File: config.mk
export PLATFORM = sky130hd
export DESIGN_NAME = ovfm_ctrl
export DESIGN_NICKNAME = d
export VERILOG_FILES = /design/src/rtl/ovfm_pkg.sv /design/src/rtl/ovfm_tick_timer.sv /design/src/rtl/ovfm_irq_flags.sv /design/src/rtl/ovfm_mode_fsm.sv /design/src/rtl/ovfm_ctrl.sv
export SDC_FILE = /design/constraint.sdc
export NUM_CORES = 1
export LEC_CHECK = 0
export BUFFER_PORTS_ARGS = -buffer_cell sky130_fd_sc_hd__buf_4
export CORE_MARGIN = 1
export CORE_UTILIZATION = 48
export DETAILED_ROUTE_END_ITERATION = 8
export PLACE_DENSITY = 0.77
export SLEW_MARGIN = 20
export SYNTH_ARGS = -nofsm -noshare
export SYNTH_HDL_FRONTEND = slang
export SYNTH_SLANG_ARGS = --single-unit
File: constraint.sdc
create_clock -name clk -period 1.25 [get_ports clk]
set_input_delay 0.125 -clock clk [delete_from_list [all_inputs] [get_ports clk]]
set_output_delay 0.125 -clock clk [all_outputs]
set_load 0.02 [all_outputs]
File: src/rtl/ovfm_pkg.sv
package ovfm_pkg;

    typedef enum logic [1:0] {
        MODE_NORMAL   = 2'd0,
        MODE_FAILSAFE = 2'd1,
        MODE_SLEEP    = 2'd2,
        MODE_RESTART  = 2'd3
    } ovfm_mode_e;

    localparam logic [1:0] PRI_ALWAYS_ON = 2'b01;
    localparam int         NUM_RAILS     = 2;
    localparam int         RAIL_PRI      = 0;
    localparam int         RAIL_SEC      = 1;

    typedef struct packed {
        logic       ov_irq_only;
        logic       failsafe_en;
        logic [1:0] pri_mode;
    } ovfm_cfg_t;

    typedef struct packed {
        logic pri_en;
        logic sec_en;
    } ovfm_regs_t;

    function automatic logic pri_is_always_on(input logic [1:0] code);
        return code == PRI_ALWAYS_ON;
    endfunction

endpackage

File: src/rtl/ovfm_tick_timer.sv
module ovfm_tick_timer #(
    parameter int LIMIT = 16
) (
    input  logic clk,
    input  logic rst,
    input  logic run,
    input  logic tick,
    output logic done
);
    localparam int W = $clog2(LIMIT + 1);
    localparam logic [W-1:0] LIMIT_V = W'(LIMIT);

    logic [W-1:0] count;

    always_ff @(posedge clk) begin
        if (rst || !run) begin
            count <= '0;
        end else if (tick && (count != LIMIT_V)) begin
            count <= count + 1'b1;
        end
    end

    assign done = (count == LIMIT_V);
endmodule

File: src/rtl/ovfm_irq_flags.sv
module ovfm_irq_flags #(
    parameter int N = 2
) (
    input  logic         clk,
    input  logic         rst,
    input  logic [N-1:0] cond,
    input  logic [N-1:0] clr,
    output logic [N-1:0] flags
);
    for (genvar i = 0; i < N; i++) begin : g_flag
        always_ff @(posedge clk) begin
            if (rst) begin
                flags[i] <= 1'b0;
            end else begin
                flags[i] <= (flags[i] && !clr[i]) || cond[i];
            end
        end
    end
endmodule

File: src/rtl/ovfm_mode_fsm.sv
module ovfm_mode_fsm
    import ovfm_pkg::*;
(
    input  logic       clk,
    input  logic       rst,
    input  ovfm_cfg_t  cfg,
    input  logic       ov_pri,
    input  logic       ov_sec,
    input  logic       wake_pulse,
    input  logic       regoff_done,
    input  logic       swe_done,
    output ovfm_mode_e mode,
    output ovfm_regs_t regs,
    output logic       timers_run
);
    logic wake_seen;
    logic fault_gone;
    logic exit_ok;

    assign timers_run = (mode == MODE_FAILSAFE);
    assign fault_gone = regoff_done && !ov_pri;
    assign exit_ok    = fault_gone &&
                        (wake_seen || wake_pulse || pri_is_always_on(cfg.pri_mode));

    always_ff @(posedge clk) begin
        if (rst) begin
            mode        <= MODE_NORMAL;
            regs.pri_en <= 1'b1;
            regs.sec_en <= 1'b1;
            wake_seen   <= 1'b0;
        end else begin
            unique case (mode)
                MODE_NORMAL: begin
                    wake_seen <= 1'b0;
                    if (ov_pri && !cfg.ov_irq_only) begin
                        mode        <= cfg.failsafe_en ? MODE_FAILSAFE : MODE_SLEEP;
                        regs.pri_en <= 1'b0;
                        regs.sec_en <= 1'b0;
                    end else if (ov_sec) begin
                        regs.sec_en <= 1'b0;
                    end
                end
                MODE_FAILSAFE: begin
                    if (exit_ok) begin
                        mode        <= MODE_RESTART;
                        regs.pri_en <= 1'b1;
                        wake_seen   <= 1'b0;
                    end else if (fault_gone && swe_done) begin
                        mode      <= MODE_SLEEP;
                        wake_seen <= 1'b0;
                    end else begin
                        wake_seen <= wake_seen || wake_pulse;
                    end
                end
                MODE_SLEEP: begin
                    wake_seen <= 1'b0;
                    if (wake_pulse) begin
                        mode        <= MODE_RESTART;
                        regs.pri_en <= 1'b1;
                    end
                end
                MODE_RESTART: begin
                    wake_seen   <= 1'b0;
                    mode        <= MODE_NORMAL;
                    regs.sec_en <= !ov_sec;
                end
                default: mode <= MODE_NORMAL;
            endcase
        end
    end
endmodule

File: src/rtl/ovfm_ctrl.sv
module ovfm_ctrl
    import ovfm_pkg::*;
#(
    parameter int REGOFF_TICKS = 16,
    parameter int SWE_TICKS    = 64
) (
    input  logic       clk,
    input  logic       rst,
    input  logic       ov_pri,
    input  logic       ov_sec,
    input  logic       wake_pulse,
    input  logic       tick,
    input  logic       cfg_ov_irq_only,
    input  logic       cfg_failsafe_en,
    input  logic [1:0] cfg_pri_mode,
    input  logic [1:0] irq_clr,
    output logic       pri_reg_en,
    output logic       sec_reg_en,
    output logic [1:0] irq_flags,
    output logic [1:0] mode
);
    ovfm_cfg_t  cfg;
    ovfm_regs_t regs;
    ovfm_mode_e mode_q;
    logic       timers_run;
    logic       regoff_done;
    logic       swe_done;
    logic [NUM_RAILS-1:0] ov_vec;

    assign cfg.ov_irq_only = cfg_ov_irq_only;
    assign cfg.failsafe_en = cfg_failsafe_en;
    assign cfg.pri_mode    = cfg_pri_mode;

    assign ov_vec[RAIL_PRI] = ov_pri;
    assign ov_vec[RAIL_SEC] = ov_sec;

    ovfm_tick_timer #(.LIMIT(REGOFF_TICKS)) regoff_tmr_i (
        .clk  (clk),
        .rst  (rst),
        .run  (timers_run),
        .tick (tick),
        .done (regoff_done)
    );

    ovfm_tick_timer #(.LIMIT(SWE_TICKS)) swe_tmr_i (
        .clk  (clk),
        .rst  (rst),
        .run  (timers_run),
        .tick (tick),
        .done (swe_done)
    );

    ovfm_mode_fsm fsm_i (
        .clk         (clk),
        .rst         (rst),
        .cfg         (cfg),
        .ov_pri      (ov_pri),
        .ov_sec      (ov_sec),
        .wake_pulse  (wake_pulse),
        .regoff_done (regoff_done),
        .swe_done    (swe_done),
        .mode        (mode_q),
        .regs        (regs),
        .timers_run  (timers_run)
    );

    ovfm_irq_flags #(.N(NUM_RAILS)) flags_i (
        .clk   (clk),
        .rst   (rst),
        .cond  (ov_vec),
        .clr   (irq_clr),
        .flags (irq_flags)
    );

    assign pri_reg_en = regs.pri_en;
    assign sec_reg_en = regs.sec_en;
    assign mode       = mode_q;
endmodule

## After elaboration in Yosys (flattened, before gate mapping)

Index checks and enable logic that the tools add are counted.

| storage, ports and cells | value |
|---|---|
| flip-flop bits (word level) | 19 |
| bits of input ports | 12 |
| output and inout port bits | 6 |
| word-level logic and storage cells | 65 |

| cells by class | value |
|---|---|
| $add $sub $neg | 2 |
| equal/unequal tests | 13 |
| multiplexer cells | 16 |
| reduce and logical (&&, ||, !) cells | 26 |

Operators with widths:

| cell | number |
|---|---|
| 2-to-1 mux 2 bit | 5 |
| logical AND 1 bit | 8 |
| case mux 2 bit (4 select lines) | 1 |
| adder 7 x 1 -> 7 bit (second input constant) | 1 |
| equality test 7 bit (second input constant) | 1 |
| 2-to-1 mux 1 bit | 7 |
| inequality test 7 bit (second input constant) | 1 |
| zero test 1 bit | 6 |
| adder 5 x 1 -> 5 bit (second input constant) | 1 |
| equality test 5 bit (second input constant) | 1 |
| logical OR 1 bit | 5 |
| inequality test 5 bit (second input constant) | 1 |
| equality test 2 x 1 -> 1 bit (second input constant) | 2 |
| equality test 2 bit (second input constant) | 2 |
| inequality test 2 x 1 -> 1 bit (second input constant) | 2 |
| case mux 1 bit (2 select lines) | 2 |
| AND reduction 4 bit | 1 |
| inequality test 3 x 1 -> 1 bit (second input constant) | 1 |
| inequality test 3 x 2 -> 1 bit (second input constant) | 1 |
| case mux 1 bit (3 select lines) | 1 |
| AND reduction 3 bit | 1 |
| nonzero test 3 bit | 1 |
| OR reduction 3 bit | 1 |
| zero test 2 bit | 1 |
| other kinds (3) | 3 |

## Logic depth before layout (Yosys ltp)

| logic depth | value |
|---|---|
| word-level depth | 6 |
| mapped depth | 7 |
| mapped depth without buffers | 6 |

## Modules after synthesis

A second synthesis with hierarchy kept.

| unflattened totals | value |
|---|---|
| cells, all modules | 123 |
| area, all modules | 1098.6 um^2 |

By module, submodules not included:

| module | times used | cells each | area each (um^2) |
|---|---|---|---|
| ovfm_mode_fsm | 1 | 44 | 395.4 |
| ovfm_tick_timer at swe_tmr_i | 1 | 42 | 357.8 |
| ovfm_tick_timer at regoff_tmr_i | 1 | 29 | 275.3 |
| ovfm_irq_flags | 1 | 8 | 70.1 |

## Least setup slack after synthesis

Ideal clock, no wire load.

| path | value |
|---|---|
| path kind | reg2reg |
| from | reg fsm_i.mode[0] |
| to | reg fsm_i.mode[0] |
| arrival time | 1.464 ns |
| required time | 1.178 ns |
| setup slack | -0.285 ns |
| stages on the path, launching flop included | 7 |
| period minus slack after synthesis | 1.535 ns |
| path through | dfxtp_1 -> inv_1 -> ha_1 -> clkbuf_1 -> a21oi_1 -> o221a_2 -> mux2i_1 |

| on the way | value |
|---|---|
| longest elaborated chain between the ends | 3 |
| elaborated cells on any way between the ends | 9 |

RTL lines:

| element | line | RTL |
|---|---|---|
| start, declared | ovfm_mode_fsm.sv:12 | `output ovfm_mode_e mode,` |
| start signal, assigned | ovfm_mode_fsm.sv:36 | `mode <= cfg.failsafe_en ? MODE_FAILSAFE : MODE_SLEEP;` |
| equality test 2 x 1 -> 1 bit, or another cell as far along | ovfm_mode_fsm.sv:32 | `unique case (mode)` |
| inequality test 3 x 1 -> 1 bit (no line), or another cell as far along | - |  |
| AND reduction 3 bit (no line) | - |  |

Several ways; a longest one is shown, not always the timed one.
A chain may end at the register's enable or synchronous reset.

## Final worst setup path

Same ends and word-level chain as after synthesis.

==> impl_metrics.py <==
metrics = {
    "status": {
        "status": "finished with violations",
        "violations": "negative setup slack",
    },
    "synthesis": {
        "syn_avg_cell_area_um2": 8.49,
        "synth_common_cells": "dfxtp_1, nor2_1, inv_1, ha_1, a21oi_1",
        "seq_area_frac_synth_pct": 37.3,
        "synth_cell_types": 29,
        "synth-edff-count": 0,
        "yosys_warnings": 0,
        "yosys-top-cells-area": "dfxtp_1, ha_1, nor2_1",
        "synthCells": 120,
        "synth_fp_nets": 140,
        "async_flop_share_pct": 0,
        "synth_area_um2": 1020,
        "ys_ff_latch": 19,
        "synth_top_cell_area_share_pct": 37.3,
        "yosys.area.top_type": "dfxtp_1",
        "synthFlopType": "dfxtp_1",
    },
    "global_route": {
        "grt_usage_pct": 23.6,
        "grt_pass1_vias": 893,
        "grt_pass1_wl_um": 3590,
        "grt_max_degree": 13,
        "overflow": 0,
        "grt_antenna_before_repair": 0,
    },
    "final_layout": {
        "stdcell_count": 187,
        "n_antenna_cell": 0,
        "synthToLayoutAreaGrowth_pct": 54.1,
        "multiInputGateArea_um2": 738,
        "drive_gt1_share_pct": 51.2,
        "layout.area.seq_um2": 398,
        "final_cell_area_um2": 1570,
        "final.fill_count": 123,
        "final_nets": 181,
        "final_util_pct": 79.2,
    },
    "timing": {
        "whs_ns": 0.0429,
        "fin_ws_ns": -0.144,
        "worstMarginPinSlew_ns": 0.327,
        "fin_skew_ns": 0.0115,
        "drv_slew": 0,
        "layout_min_cycle_time_ns": 1.39,
        "grt_setup_unrepaired": "yes",
        "max-slew-margin-rel_pct": 78.1,
        "post-route-period-util_pct": 111,
        "tns_ns": -0.499,
        "setup_viol": 7,
        "hold_viol_final": 0,
        "fmax_ghz": 0.718,
    },
    "floorplanning": {
        "num_io_pins": 18,
        "die_area_um2": 2310,
        "core.rowCount": 16,
        "fp.dieW_um": 48.1,
        "coreArea_um2": 1980,
        "die_h_um": 48.1,
        "initial_utilization_pct": 51.4,
    },
    "clocking": {
        "cts_max_path_buffers": 2,
        "cts-buffers-inserted": 3,
        "root_buffer": "clkbuf_4",
        "path_clk_slew_ns": 0.12,
        "ctsHtreeMaxLevel": 1,
        "cts_tree": "yes",
        "clk_latency_ns": 0.31,
        "clock-sinks": 19,
    },
    "placement": {
        "pre_cts_ws_ns": -0.139,
        "dpl.cell_count": 180,
        "portBuffers": 17,
        "placed_cell_area_um2": 1360,
        "gp_congestion": 0.789,
        "hpwl_um": 1680,
    },
    "route": {
        "drc_errors": 0,
        "ant_nets": 0,
        "vias_per_cell": 5.22,
        "first_pass_iters": 4,
        "vias": 976,
        "wire_per_inst_um": 13.6,
        "drt-total-wl_um": 2540,
        "drt-initial-drc-count": 11,
    },
    "min_path": {
        "hp-class": "in2reg",
        "hold_depth": 2,
    },
    "power_and_ir_drop": {
        "cellPowerDensity_nw_per_um2": 1150,
        "ir_worst_vdd_uv": 980,
        "leakage_nw": 0.655,
        "total_power_mw": 1.80,
    },
    "setup_path": {
        "required_ns": 1.47,
        "critPathArrivalTime_ns": 1.61,
        "cp_max_fo": 4,
        "crit_type": "reg2reg",
        "r2r_setup_slack_ns": -0.14,
        "reg2regPathDepth": 6,
        "cp-end-kind": "flip-flop",
        "start_kind": "flip-flop",
    },
    "flow_run": {
        "cap_violations": 0,
    },
}
-- registers in the layout, summed over array words and instances (netlist names) --
register	cells
swe_tmr_i.count	7
fsm_i.regs	2
fsm_i.mode	2
fsm_i.wake_seen	1
flags_i.flags	2
regoff_tmr_i.count	5
-- path summary, 6_finish.rpt --
kind	startpoint	to
setup reg to reg	fsm_i.mode[0]	fsm_i.mode[0]
hold reg to reg	fsm_i.regs[0]	fsm_i.regs[0]
setup / recovery	fsm_i.mode[0]	fsm_i.mode[0]
hold / removal	rst	flags_i.flags[1]
-- metal layers --
| metal | global-route usage, % | part of all wire (%) | vias up |
|---|---|---|---|
| li1 | - | - | 482 |
| met1 | 24.3 | 39 | 452 |
| met2 | 43.5 | 55 | 34 |
| met3 | 4.91 | 3.4 | 8 |
| met4 | 13.9 | 1.9 | 0 |
| met5 | 0 | 0 | - |
-- placed cells by master (no fill, tap or decap), types with 2 or more instances in the layout --
cell and count:
nor2_1 18, inv_1 6, dfxtp_4 2, buf_4 37, a21oi_2 2, nand2b_1 6
nand3_1 2, a31oi_1 2, nand4_1 4, and3_4 2, ha_1 2, xnor2_2 2
dfxtp_2 8, inv_2 6, mux2i_1 4, o21ai_0 3, nand2_1 5, dfxtp_1 9
ha_4 5, clkbuf_4 3, a21oi_1 5, buf_6 2, xor2_1 6
-- cell type report --
type / count / area share (%)
multi-input cells: 84 / 47.0
flip-flops and latches: 19 / 25.4
repair buffers: 40 / 20.4
inverters: 13 / 3.27
well taps: 27 / 2.15
clock buffers: 3 / 1.44
clock inverters: 1 / 0.319
-- cell families after synthesis --
group                    Yosys count  synth area share [%]
XOR/XNOR                           8                  6.88
AND/OR/NAND/NOR                   46                  22.7
AO/OA/AOI/OAI                     18                  12.9
flip-flops                        19                  37.3
buffers and inverters             17                  6.39
adder cells (fa/ha/maj)            8                  9.83
multiplexers                       4                  3.93
-- worst max-delay path, cell delays in order, from the launching register on --
cell and delay, ns:
dfxtp_4 0.41, inv_4 0.05, ha_4 0.16, nor2b_1 0.14
a21oi_2 0.15, o221a_4 0.22, mux2i_1 0.20
-- report_power, final --
group | internal [mW] | switching (mW) | leakage (nW)
clock | 0.119 | 0.198 | 0.0177
sequential | 0.673 | 0.0523 | 0.160
combinational | 0.393 | 0.364 | 0.477
-- repair_timing --
action,in CTS,in global routing
buffers inserted,1,2
resized for setup,22,17
setup endpoints to repair,9,13
hold buffers,0,0
pin swaps,5,10
(Power assumes the default switching activity.)
